==> config.mk <==
export PLATFORM = sky130hd
export DESIGN_NAME = cam_fmt_top
export DESIGN_NICKNAME = d
export VERILOG_FILES = /design/src/rtl/cam_fmt_pkg.sv /design/src/rtl/cam_fmt_capture.sv /design/src/rtl/cam_fmt_timing.sv /design/src/rtl/cam_fmt_pack.sv /design/src/rtl/cam_fmt_top.sv
export SDC_FILE = /design/constraint.sdc
export NUM_CORES = 1
export LEC_CHECK = 0
export BUFFER_PORTS_ARGS = -buffer_cell sky130_fd_sc_hd__buf_2
export CORE_MARGIN = 1
export CORE_UTILIZATION = 45
export CTS_CLUSTER_SIZE = 25
export DETAILED_ROUTE_END_ITERATION = 16
export PLACE_DENSITY = 0.65
export SYNTH_ARGS = -nofsm -noshare
export SYNTH_HDL_FRONTEND = slang
export SYNTH_SLANG_ARGS = --single-unit
==> constraint.sdc <==
create_clock -name pclk -period 4.1 [get_ports pclk]
set_input_delay 1.23 -clock pclk [delete_from_list [all_inputs] [get_ports pclk]]
set_output_delay 1.23 -clock pclk [all_outputs]
set_load 0.01 [all_outputs]
==> src/rtl/cam_fmt_pkg.sv <==
package cam_fmt_pkg;

  localparam int BYTE_W = 8;

  typedef enum logic [1:0] {
    IM_RAW  = 2'd0,
    IM_YC16 = 2'd1,
    IM_YC8  = 2'd2,
    IM_RSVD = 2'd3
  } in_mode_e;

  typedef struct packed {
    in_mode_e    mode;
    logic [2:0]  size;
    logic [1:0]  bridge;
    logic        ypos;
    logic        inv;
    logic        hs_neg;
    logic        fld_neg;
    logic        interlace;
  } fmt_cfg_t;

  // width in bits selected by a raw size code
  function automatic int raw_width(input logic [2:0] code);
    case (code)
      3'd0:    return 8;
      3'd1:    return 10;
      3'd2:    return 11;
      default: return 12;
    endcase
  endfunction

endpackage

==> src/rtl/cam_fmt_capture.sv <==
module cam_fmt_capture #(
  parameter int BUS_W = 12
) (
  input  logic             clk,
  input  logic             rst_n,
  input  logic             fall_sel,
  input  logic [BUS_W-1:0] d_in,
  input  logic             hs_in,
  input  logic             vs_in,
  input  logic             fld_in,
  output logic [BUS_W-1:0] d_o,
  output logic             hs_o,
  output logic             vs_o,
  output logic             fld_o
);

  localparam int CAP_W = BUS_W + 3;

  logic [CAP_W-1:0] bus_now;
  logic [CAP_W-1:0] rise_q;
  logic [CAP_W-1:0] fall_q;
  logic [CAP_W-1:0] pick;

  assign bus_now = {fld_in, vs_in, hs_in, d_in};

  always_ff @(posedge clk or negedge rst_n) begin
    if (!rst_n) rise_q <= '0;
    else        rise_q <= bus_now;
  end

  always_ff @(negedge clk or negedge rst_n) begin
    if (!rst_n) fall_q <= '0;
    else        fall_q <= bus_now;
  end

  always_comb begin
    pick  = fall_sel ? fall_q : rise_q;
    d_o   = pick[BUS_W-1:0];
    hs_o  = pick[BUS_W];
    vs_o  = pick[BUS_W+1];
    fld_o = pick[BUS_W+2];
  end

endmodule

==> src/rtl/cam_fmt_timing.sv <==
module cam_fmt_timing
  import cam_fmt_pkg::*;
(
  input  logic       clk,
  input  logic       rst_n,
  input  fmt_cfg_t   cfg_in,
  input  logic       vs_neg,
  input  logic       raw_hs,
  input  logic       raw_vs,
  input  logic       raw_fld,
  output fmt_cfg_t   eff_o,
  output logic       frame_edge_o,
  output logic       line_act_o,
  output logic       take_o,
  output in_mode_e   act_mode_o,
  output logic [1:0] act_bridge_o,
  output logic       field_odd_o
);

  logic     vs_now;
  logic     vs_q;
  logic     fld_now;
  fmt_cfg_t act_q;
  logic     odd_q;
  logic     odd_d;

  always_comb begin
    vs_now       = raw_vs ^ vs_neg;
    frame_edge_o = vs_now & ~vs_q;
    eff_o        = frame_edge_o ? cfg_in : act_q;
    line_act_o   = raw_hs ^ eff_o.hs_neg;
    fld_now      = raw_fld ^ eff_o.fld_neg;
    take_o       = line_act_o & vs_now;
    odd_d        = frame_edge_o ? (eff_o.interlace & fld_now) : odd_q;
  end

  always_ff @(posedge clk or negedge rst_n) begin
    if (!rst_n) begin
      vs_q  <= 1'b0;
      act_q <= '0;
      odd_q <= 1'b0;
    end else begin
      vs_q  <= vs_now;
      odd_q <= odd_d;
      if (frame_edge_o) act_q <= cfg_in;
    end
  end

  assign act_mode_o   = act_q.mode;
  assign act_bridge_o = act_q.bridge;
  assign field_odd_o  = odd_q;


  prog_field_chk: assert property (@(posedge clk) disable iff (!rst_n)
    !act_q.interlace |-> !odd_q);


  cfg_hold_chk: assert property (@(posedge clk) disable iff (!rst_n)
    !frame_edge_o |=> $stable(act_q));

endmodule

==> src/rtl/cam_fmt_pack.sv <==
module cam_fmt_pack
  import cam_fmt_pkg::*;
#(
  parameter int BUS_W = 12
) (
  input  logic                clk,
  input  logic                rst_n,
  input  in_mode_e            mode,
  input  logic [2:0]          size,
  input  logic [1:0]          bridge,
  input  logic                ypos,
  input  logic                inv,
  input  logic                frame_edge,
  input  logic                line_act,
  input  logic                take,
  input  logic [BUS_W-1:0]    din,
  output logic                valid_o,
  output logic [2*BYTE_W-1:0] data_o,
  output logic                sof_o,
  output logic                sol_o
);

  localparam int OUT_W = 2 * BYTE_W;

  logic [BUS_W-1:0]  dinv;
  logic [BUS_W-1:0]  mask;
  logic [BUS_W-1:0]  raw_m;
  logic [OUT_W-1:0]  raw_word;
  logic [BYTE_W-1:0] cur_b;

  logic              phase_q, phase_d;
  logic [BYTE_W-1:0] held_q;
  logic              held_en;
  logic              sofp_q, sofp_d;
  logic              solp_q, solp_d;
  logic              vld_d, sof_d, sol_d;
  logic [OUT_W-1:0]  word_d;
  logic              luma, first_hi;

  always_comb begin
    dinv = din ^ {BUS_W{inv}};
    for (int i = 0; i < BUS_W; i++) mask[i] = (i < raw_width(size));
    raw_m = dinv & mask;
    cur_b = dinv[BYTE_W-1:0];
  end

  generate
    if (BUS_W < OUT_W) begin : g_pad
      assign raw_word = {{(OUT_W-BUS_W){1'b0}}, raw_m};
    end else begin : g_trim
      assign raw_word = raw_m[OUT_W-1:0];
    end
  endgenerate

  // next state
  always_comb begin
    luma     = (phase_q == ypos);
    first_hi = ~(bridge[0] ^ ypos);
    vld_d    = 1'b0;
    word_d   = data_o;
    case (mode)
      IM_RAW: begin
        vld_d  = take;
        word_d = raw_word;
      end
      IM_YC8: begin
        vld_d  = take;
        word_d = luma ? {cur_b, {BYTE_W{1'b0}}} : {{BYTE_W{1'b0}}, cur_b};
      end
      IM_YC16: begin
        vld_d  = take & phase_q & bridge[1];
        word_d = first_hi ? {held_q, cur_b} : {cur_b, held_q};
      end
      default: vld_d = 1'b0;
    endcase
    phase_d = take ? ~phase_q : 1'b0;
    held_en = take & ~phase_q;
    sof_d   = vld_d & (sofp_q | frame_edge);
    sol_d   = vld_d & solp_q;
    if (frame_edge)  sofp_d = ~vld_d;
    else if (vld_d)  sofp_d = 1'b0;
    else             sofp_d = sofp_q;
    if (!line_act)   solp_d = 1'b1;
    else if (vld_d)  solp_d = 1'b0;
    else             solp_d = solp_q;
  end

  // registers
  always_ff @(posedge clk or negedge rst_n) begin
    if (!rst_n) begin
      phase_q <= 1'b0;
      held_q  <= '0;
      sofp_q  <= 1'b0;
      solp_q  <= 1'b1;
      valid_o <= 1'b0;
      data_o  <= '0;
      sof_o   <= 1'b0;
      sol_o   <= 1'b0;
    end else begin
      phase_q <= phase_d;
      sofp_q  <= sofp_d;
      solp_q  <= solp_d;
      valid_o <= vld_d;
      sof_o   <= sof_d;
      sol_o   <= sol_d;
      if (held_en) held_q <= cur_b;
      if (vld_d)   data_o <= word_d;
    end
  end


  sof_valid_chk: assert property (@(posedge clk) disable iff (!rst_n)
    sof_o |-> valid_o);


  sol_valid_chk: assert property (@(posedge clk) disable iff (!rst_n)
    sol_o |-> valid_o);

endmodule

==> src/rtl/cam_fmt_top.sv <==
module cam_fmt_top
  import cam_fmt_pkg::*;
#(
  parameter int BUS_W = 12
) (
  input  logic             pclk,
  input  logic             arst_n,
  input  logic [1:0]       cfg_mode,
  input  logic [2:0]       cfg_size,
  input  logic [1:0]       cfg_bridge,
  input  logic             cfg_ypos,
  input  logic             cfg_invert,
  input  logic             cfg_hs_neg,
  input  logic             cfg_vs_neg,
  input  logic             cfg_fld_neg,
  input  logic             cfg_interlace,
  input  logic             cfg_clk_fall,
  input  logic [BUS_W-1:0] sen_data,
  input  logic             sen_hsync,
  input  logic             sen_vsync,
  input  logic             sen_field,
  output logic             pix_valid,
  output logic [15:0]      pix_data,
  output logic             pix_sof,
  output logic             pix_sol,
  output logic             field_odd
);

  logic             rst_meta, rst_sync;
  fmt_cfg_t         cfg_live;
  fmt_cfg_t         eff;
  logic [BUS_W-1:0] c_d;
  logic             c_hs, c_vs, c_fld;
  logic             f_edge, l_act, take;
  in_mode_e         act_mode;
  logic [1:0]       act_bridge;

  // asynchronous assert, synchronous release
  always_ff @(posedge pclk or negedge arst_n) begin
    if (!arst_n) begin
      rst_meta <= 1'b0;
      rst_sync <= 1'b0;
    end else begin
      rst_meta <= 1'b1;
      rst_sync <= rst_meta;
    end
  end

  always_comb begin
    cfg_live.mode      = in_mode_e'(cfg_mode);
    cfg_live.size      = cfg_size;
    cfg_live.bridge    = cfg_bridge;
    cfg_live.ypos      = cfg_ypos;
    cfg_live.inv       = cfg_invert;
    cfg_live.hs_neg    = cfg_hs_neg;
    cfg_live.fld_neg   = cfg_fld_neg;
    cfg_live.interlace = cfg_interlace;
  end

  cam_fmt_capture #(.BUS_W(BUS_W)) u_cap (
    .clk(pclk), .rst_n(rst_sync), .fall_sel(cfg_clk_fall),
    .d_in(sen_data), .hs_in(sen_hsync), .vs_in(sen_vsync), .fld_in(sen_field),
    .d_o(c_d), .hs_o(c_hs), .vs_o(c_vs), .fld_o(c_fld)
  );

  cam_fmt_timing u_tim (
    .clk(pclk), .rst_n(rst_sync), .cfg_in(cfg_live), .vs_neg(cfg_vs_neg),
    .raw_hs(c_hs), .raw_vs(c_vs), .raw_fld(c_fld),
    .eff_o(eff), .frame_edge_o(f_edge), .line_act_o(l_act), .take_o(take),
    .act_mode_o(act_mode), .act_bridge_o(act_bridge), .field_odd_o(field_odd)
  );

  cam_fmt_pack #(.BUS_W(BUS_W)) u_pack (
    .clk(pclk), .rst_n(rst_sync),
    .mode(eff.mode), .size(eff.size), .bridge(eff.bridge), .ypos(eff.ypos), .inv(eff.inv),
    .frame_edge(f_edge), .line_act(l_act), .take(take), .din(c_d),
    .valid_o(pix_valid), .data_o(pix_data), .sof_o(pix_sof), .sol_o(pix_sol)
  );


  raw_msb_chk: assert property (@(posedge pclk) disable iff (!rst_sync)
    (pix_valid && act_mode == IM_RAW) |-> (pix_data[15:12] == 4'h0));


  no_output_chk: assert property (@(posedge pclk) disable iff (!rst_sync)
    pix_valid |-> !(act_mode == IM_RSVD || (act_mode == IM_YC16 && !act_bridge[1])));


  pair_rate_chk: assert property (@(posedge pclk) disable iff (!rst_sync)
    (pix_valid && act_mode == IM_YC16) |=> !pix_valid);

endmodule

# After elaboration in Yosys (flattened, before gate mapping)
# Index checks and enable logic that the tools add are counted.
# word_totals
ff_bits	76
latch_bits	0
ramBits	0
mem_bits_ro	0
input_bits	31
elab_cells	75
mem_count	0
# op_classes
addsub	0
multipliers	0
div_mod_pow	0
n_lt_le_gt_ge	12
eq_ne	6
shifts	0
n_mux	11
bitwise	18
n_reduce_logical	6
# op_table
op	count
$pmux 16 s3	1
$mux 16	2
$lt 3x4->1 const A	4
$lt 4x4->1 const A	4
$mux 15	1
$and 12x12->12	1
$mux 12	1
$xor 12x12->12	1
$pmux 3 s3	1
$and 1x1->1	8
$lt 1x4->1 const A	2
$lt 2x4->1 const A	2
$mux 1	4
$xor 1x1->1	4
$eq 3x1->1 const B	1
$eq 3x2->1 const B	1
$logic_not 3->1	1
$not 1->1	3
$reduce_bool 3->1	1
$eq 2x1->1 const B	1
$eq 2x2->1 const B	1
$logic_not 2->1	1
$ne 2x2->1 const B	1
$pmux 1 s2	1
5 further kinds	5

# Longest topological paths before layout
# Gate-level depths: netlist of run 1.
# depth
ltp_word	11
ltp_mapped	16
depth_no_buf	12

# Hierarchy
# A second synthesis of run 1 with hierarchy kept.
# hier_totals
cells_unflattened	258
area_unflattened_um2	3298.2
# modules_own_cells
module	n_inst	cells_each	area_each_um2	seq_area_each_um2
cam_fmt_pack	1	159	1571.5	752.0
cam_fmt_capture	1	47	988.4	750.7
cam_fmt_timing	1	49	684.4	350.3
cam_fmt_top	1	3	53.8	50.0

==> flow_summary.json, run 1 <==
{
  "drive_above_1_share_pct": 34.8,
  "dp_cells": 466,
  "p_per_area_mw_per_mm2": 592,
  "drt-vias-per-instance": 5.18,
  "synth-xor-area-share_pct": 8.69,
  "fp-row-count": 31,
  "synth_most_common_cell": "dfrtp_1",
  "fin_area_mm2": 0.00451,
  "clk_transition_reported_paths_ns": 0.08,
  "die_area_mm2": 0.00797,
  "diodes": 0,
  "core_area_mm2": 0.00729,
  "clockRootBuffer": "clkbuf_8",
  "synth_area_mm2": 0.00343,
  "path_cells": "mux2i_4, buf_4, mux2_4, nand2_2, nand2_4, ha_2, inv_1, o21ai_1, a221o_1, a211o_4, a22oi_2, o21ai_1",
  "multi_input_area_mm2": 0.00175,
  "synth.distinct_cells": 41,
  "clk_latency_ns": 0.35,
  "htreeDepth": 3,
  "fillers": 622,
  "synth_commonest_cells": "dfrtp_1, nand2_1, nor2_1",
  "r2r-end": "u_pack.data_o[6]",
  "ir_drop_mv": 0.251,
  "rr_startpoint": "u_cap.fall_q[13]",
  "synth_edf_count": 0,
  "max-clock-path-buffers": 2,
  "worstSetupPathType": "reg -> reg",
  "dieHeight_um": 89.3,
  "synth_top_family_by_area": "simple AND/OR/NAND/NOR gates",
  "port-buffer-count": 50,
  "crit_path_frequent_cell": "o21ai_1",
  "postCtsHoldBufs": 0,
  "fp.dieW_um": 89.3,
  "ys_seq_area_share_pct": 54.1,
  "synth_area_leader_cell": "dfrtp_1",
  "status": "complete, but fails checks",
  "pre_cts_ws_ns": -0.552,
  "yosys.area_share.simple_pct": 12.8,
  "rrSetupSlack_ns": -0.53,
  "syn_to_final_growth_pct": 31.6,
  "fin_tns_setup_ns": -9.49,
  "p_leak_nw": 2.06,
  "syn-num-nets": 347,
  "grt_max_degree": 34,
  "fin_skew_ns": 0.0203,
  "seqCellArea_mm2": 0.00185,
  "synthAdderAreaFrac_pct": 1.10,
  "numCtsBuffers": 9,
  "drt_first_iter_violations": 79,
  "syn_inst": 313,
  "synth_top_area_share_pct": 42.4,
  "setup_violations": 29,
  "clock_sink_count": 74,
  "placed_cell_area_mm2": 0.00389,
  "synth.area.top_cells": "dfrtp_1, dfrtn_1, xnor2_1",
  "path_buf_inv": 2,
  "fin_cells": 493,
  "ff2ff_path_depth": 12,
  "hpwl_um": 5010,
  "maxCapViolCount": 0,
  "initial_core_util_pct": 47.0,
  "rsz0062_at_grt": "yes",
  "grt_antenna_before_repair": 0,
  "worstMarginPinSlew_ns": 0.791,
  "slew_viol_final": 0,
  "grt_pass1_vias": 2318,
  "drt_pass1_iterations": 4,
  "grt.total_usage_pct": 19.5,
  "syn_avg_cell_area_um2": 10.9,
  "grt_overflow_total": 0,
  "fin_ws_ns": -0.534,
  "place.gp.congestion": 0.870,
  "crit_required_ns": 4.34,
  "dr_total_vias": 2554,
  "grt_pass1_wl_um": 11500,
  "hold_class": "reg -> async",
  "hold_viol": 0,
  "cts_tree": "built",
  "worstPathArrival_ns": 4.87,
  "critPathTopFamily": "compound AO/OA/AOI/OAI gates",
  "drt_wl_total_um": 7170,
  "worstSetupStartpointType": "flop",
  "drc": 0,
  "async_flop_share_pct": 100,
  "ys_warn_count": 0,
  "violations": "setup timing",
  "nets": 423,
  "end_kind": "flop",
  "muxShareOfSynthArea_pct": 9.64,
  "ys_dominant_reg_cell": "dfrtp_1",
  "cp_max_fo": 8,
  "synth_compound_area_share_pct": 10.5,
  "synth_seq_cells": 74,
  "slowest_stage": "a211o_4",
  "avgRoutedWirePerCell_um": 14.5,
  "pin_count": 51,
  "final_antenna_net_count": 0,
  "slowest_delay_ns": 0.41,
  "max-slew-margin-rel_pct": 46.9
}
==> flip-flops by register name (all words and copies together) (netlist names) <==
register / cells
u_pack.sol_o: 1
u_tim.vs_q: 1
u_pack.sof_o: 1
u_pack.sofp_q: 1
rst_meta: 1
u_cap.rise_q: 15
u_tim.act_bridge_o: 2
u_pack.valid_o: 1
u_pack.held_q: 8
u_cap.fall_q: 15
rst_sync: 1
u_tim.field_odd_o: 1
u_pack.phase_q: 1
u_tim.act_mode_o: 2
u_tim.act_q: 6
u_pack.data_o: 16
u_pack.solp_q: 1
==> cells in the final DEF, fill, tap and decap left out, drive strengths merged, types with 2 or more instances in the layout <==
master	instances
a22oi	17
and2	2
buf	80
clkbuf	11
clkinv	3
dfrtn	15
dfrtp	58
ha	3
inv	8
mux2	11
mux2i	19
nand2	45
nand2b	8
nand3	5
nand3b	2
nand4	3
nor2	23
nor4	2
o211ai	6
o21ai	16
o22ai	8
or3	2
xnor2	22
xor2	12
==> through the flow <==
step | util, % | power (mW) | hold WS, ns
finish | 61.9 | 2.67 | 0.294
floorplan | - | 1.62 | 0.331
global route | 61.9 | 2.85 | 0.374
global placement | 53.4 | 1.87 | 0.317
detailed placement | 53.4 | 1.89 | 0.318
CTS | 58.9 | 2.56 | 0.323
==> layer usage <==
layer	vias up	track usage [%]	wire length, µm
met4	0	8.23	95
met1	1222	27.2	3310
met3	10	3.42	404
met2	93	30.3	3350
met5	-	0	0
li1	1229	-	-
==> where the power goes <==
| part | internal, mW | switching (mW) |
|---|---|---|
| sequential | 0.911 | 0.130 |
| combinational | 0.537 | 0.540 |
| clock | 0.296 | 0.256 |
==> worst reg2reg max path: stages, from the launching register on <==
cell and delay (ns):
dfrtn_1 0.35, mux2i_4 0.17, buf_4 0.15, mux2_4 0.30, nand2_2 0.09, nand2_4 0.07
ha_2 0.18, inv_1 0.08, o21ai_1 0.06, a221o_1 0.34, a211o_4 0.41, a22oi_2 0.19
o21ai_1 0.08
==> cell families after synthesis <==
group                    after synthesis
buffers and inverters                 22
other                                  1
multiplexers                          30
AO/OA/AOI/OAI                         53
adder cells (fa/ha/maj)                3
flip-flops                            74
XOR/XNOR                              34
AND/OR/NAND/NOR                       96
==> worst max-delay path by stage <==
| stage | start | endpoint | slack, ns | depth (start not counted) |
|---|---|---|---|---|
| final | u_cap.fall_q[13] | u_pack.data_o[6] | -0.53 | 12 |
| after global placement | u_cap.fall_q[13] | u_pack.data_o[6] | -0.50 | 10 |
| after global routing | u_cap.fall_q[13] | u_pack.data_o[6] | -0.64 | 10 |
| after CTS | u_cap.fall_q[13] | u_pack.data_o[6] | -0.53 | 10 |
| after detailed placement | u_cap.fall_q[13] | u_pack.data_o[6] | -0.55 | 10 |
| after floorplan | u_cap.fall_q[13] | u_pack.data_o[6] | -0.57 | 14 |
==> area by class of cell <==
type                       instances  area share [%]
sequential                        74            41.1
multi-input combinational        217            38.9
timing repair buffer              80            12.4
clock buffer                      11            3.13
tap                               99            2.75
clock inverter                     5            1.17
inverter                           7           0.583
==> timing repair <==
item                       in CTS  in global routing
pin swaps                       3                  7
resized for setup              36                 28
hold endpoints to repair        0                  0
buffers inserted                3                  8
setup endpoints to repair      29                 29
No activity file was read; power rests on OpenSTA's default activity.
==> run 2, diff against run 1 <==
--- a/config.mk
+++ b/config.mk
@@ -11,4 +11,5 @@
 export CTS_CLUSTER_SIZE = 25
 export DETAILED_ROUTE_END_ITERATION = 16
+export MAX_ROUTING_LAYER = met4
 export PLACE_DENSITY = 0.65
 export SYNTH_ARGS = -nofsm -noshare
==> constraint.sdc (replaced) <==
create_clock -name pclk -period 4.1 [get_ports pclk]
set_input_delay 0.82 -clock pclk [delete_from_list [all_inputs] [get_ports pclk]]
set_output_delay 0.82 -clock pclk [all_outputs]
set_load 0.01 [all_outputs]
==> run 2 against run 1 <==
Compared with the run above: the flow still finishes with violations (setup timing); via count down 2.9%; flip-flop and latch count unchanged; core utilization up 0.17 points; critical path depth down 2; largest cell class unchanged.
==> flow_summary.json, run 2 (synthesized netlist as in run 1, its figures left out) <==
{
  "swShare_pct": 34.2,
  "grt.met1_usage_pct": 28.0,
  "use_met2_pct": 29.9,
  "pin_count": 51,
  "nets": 424,
  "worstSetupPathType": "reg -> reg",
  "path_cells": "mux2i_4, mux2i_2, mux2_4, ha_4, nand2_2, o21ai_1, a221o_1, a211o_4, a22oi_2, o21ai_1",
  "fin_skew_ns": 0.0248,
  "max-clock-path-buffers": 2,
  "numCtsBuffers": 9,
  "core_area_mm2": 0.00729,
  "slew_viol_final": 0,
  "maxCapViolCount": 0,
  "hold_ws_ns": 0.242,
  "final_cell_mix": "dfrtp_1, buf_2, nand2_1",
  "port-buffer-count": 50,
  "violations": "setup timing",
  "reg_top3": "u_pack.data_o (16), u_cap.fall_q (15), u_cap.rise_q (15)",
  "drt_first_iter_violations": 124,
  "clockRootBuffer": "clkbuf_8",
  "p_seq_share_pct": 37.9,
  "rsz0062_at_grt": "yes",
  "drt-vias-per-instance": 5.02,
  "p_per_area_mw_per_mm2": 607,
  "slowest_stage": "a211o_4",
  "fillers": 609,
  "ir_drop_mv": 0.265,
  "die_area_mm2": 0.00797,
  "p_leak_nw": 2.07,
  "grt_pass1_vias": 2404,
  "place.gp.congestion": 0.776,
  "max-slew-margin-rel_pct": 49.4,
  "worstMarginPinSlew_ns": 0.754,
  "hold_class": "in -> async",
  "dr_total_vias": 2480,
  "grt_pass1_wl_um": 11700,
  "cp_max_fo": 8,
  "fp.dieW_um": 89.3,
  "crit_path_frequent_cell": "o21ai_1",
  "fin_ws_ns": -0.540,
  "fp-row-count": 31,
  "status": "complete, but fails checks",
  "slowest_delay_ns": 0.41,
  "clk_transition_reported_paths_ns": 0.09,
  "power_switching_uw": 939,
  "syn_to_final_growth_pct": 32.0,
  "hold_viol": 0,
  "setup_violations": 27,
  "worstSetupStartpointType": "flop",
  "drive_above_1_share_pct": 35.9,
  "diodes": 0,
  "end_kind": "flop",
  "clockPowerShare_pct": 22.9,
  "rr_startpoint": "u_cap.fall_q[13]",
  "htreeDepth": 3,
  "clock_sink_count": 74,
  "postCtsHoldBufs": 0,
  "worstPathArrival_ns": 4.89,
  "grt_overflow_total": 0,
  "drc": 0,
  "dieHeight_um": 89.3,
  "finish.utilization_pct": 62.0,
  "crit_start": "u_cap.fall_q[13]",
  "avgRoutedWirePerCell_um": 14.7,
  "grt.total_usage_pct": 20.7,
  "largest_reg_flops": 16,
  "drt_wl_total_um": 7280,
  "final_common_cell": "dfrtp_1",
  "final_antenna_net_count": 0,
  "grt_antenna_before_repair": 0,
  "combPwrFrac_pct": 39.2,
  "hpwl_um": 4870,
  "use_met3_pct": 2.95,
  "crit_required_ns": 4.35,
  "initial_core_util_pct": 47.0,
  "grt_max_degree": 42,
  "drt_pass1_iterations": 4,
  "p_int_mw": 1.81,
  "top_usage_layer": "met2",
  "cts_tree": "built",
  "fin_tns_setup_ns": -8.94,
  "clk_latency_ns": 0.35,
  "regMostFlops": "u_pack.data_o"
}
-- run 2: cell count changes in the layout (fill, tap and decap cells not counted), moves of 2 or more --
| cell | before | now |
|---|---|---|
| buf_6 | 1 | 6 |
| buf_12 | 4 | 2 |
| buf_8 | 4 | 2 |
| clkinvlp_4 | 0 | 2 |
| xor2_2 | 0 | 2 |
| xor2_4 | 8 | 6 |
-- run 2: per-stage QoR --
stage          total power [mW]  cells  instance area [µm²]  worst slack, ns
2_1_floorplan              1.62    313                 3510           -0.571
3_3_place_gp               1.87    465                 3890           -0.472
3_5_place_dp               1.89    465                 3890           -0.565
4_1_cts                    2.62    490                 4330           -0.476
5_1_grt                    2.93    494                 4520           -0.656
6_report                   2.75    494                 4520           -0.540
-- run 2: worst paths after layout --
kind,depth (start not counted),to,slack (ns)
worst min-delay path,1,rst_meta,0.24
worst max-delay path,10,u_pack.data_o[6],-0.54
max in group asynchronous,0,u_cap.fall_q[3],1.41
worst min register to register,0,u_tim.field_odd_o,0.29
min in group pclk,0,rst_sync,0.36
worst max register to register,10,u_pack.data_o[6],-0.54
-- run 2: cell type report --
type | count | area [µm²] | area share [%]
Tap cell | 99 | 124 | 2.74
Timing Repair Buffer | 81 | 546 | 12.1
Sequential cell | 74 | 1850 | 41.0
Inverter | 7 | 26.3 | 0.581
Clock buffer | 10 | 138 | 3.04
Clock inverter | 6 | 88.8 | 1.96
Multi-Input combinational cell | 217 | 1750 | 38.6
-- run 2: critical path: cells and delay by family (launching register included) --
family / cells / cell delay, ns
DFF: 1 / 0.36
adders and majority gates: 1 / 0.19
muxes: 3 / 0.80
AOI/OAI and AO/OA: 5 / 1.09
and+or+nand+nor: 1 / 0.06
-- run 2: layer usage --
metal / wire length, µm / part of all wire, % / vias up
met5: 0 / 0 / -
met4: 227 / 3.1 / 0
met3: 260 / 3.6 / 19
met2: 3360 / 46 / 67
met1: 3430 / 47 / 1162
li1: - / - / 1232
-- run 2: timing repair --
| action | CTS | global route |
|---|---|---|
| pin swaps | 5 | 13 |
| gates cloned | 0 | 0 |
| buffers inserted | 9 | 6 |
| endpoints found under the setup margin | 29 | 29 |
| resized for setup | 29 | 39 |
-- run 2: power groups by stage --
stage	Combinational, mW	Sequential [mW]	Clock [mW]
2_1_floorplan	0.570	1.05	0
3_3_place_gp	0.834	1.04	0
3_5_place_dp	0.850	1.04	0
4_1_cts	0.946	1.03	0.647
5_1_grt	1.18	1.07	0.683
6_report	1.08	1.04	0.629
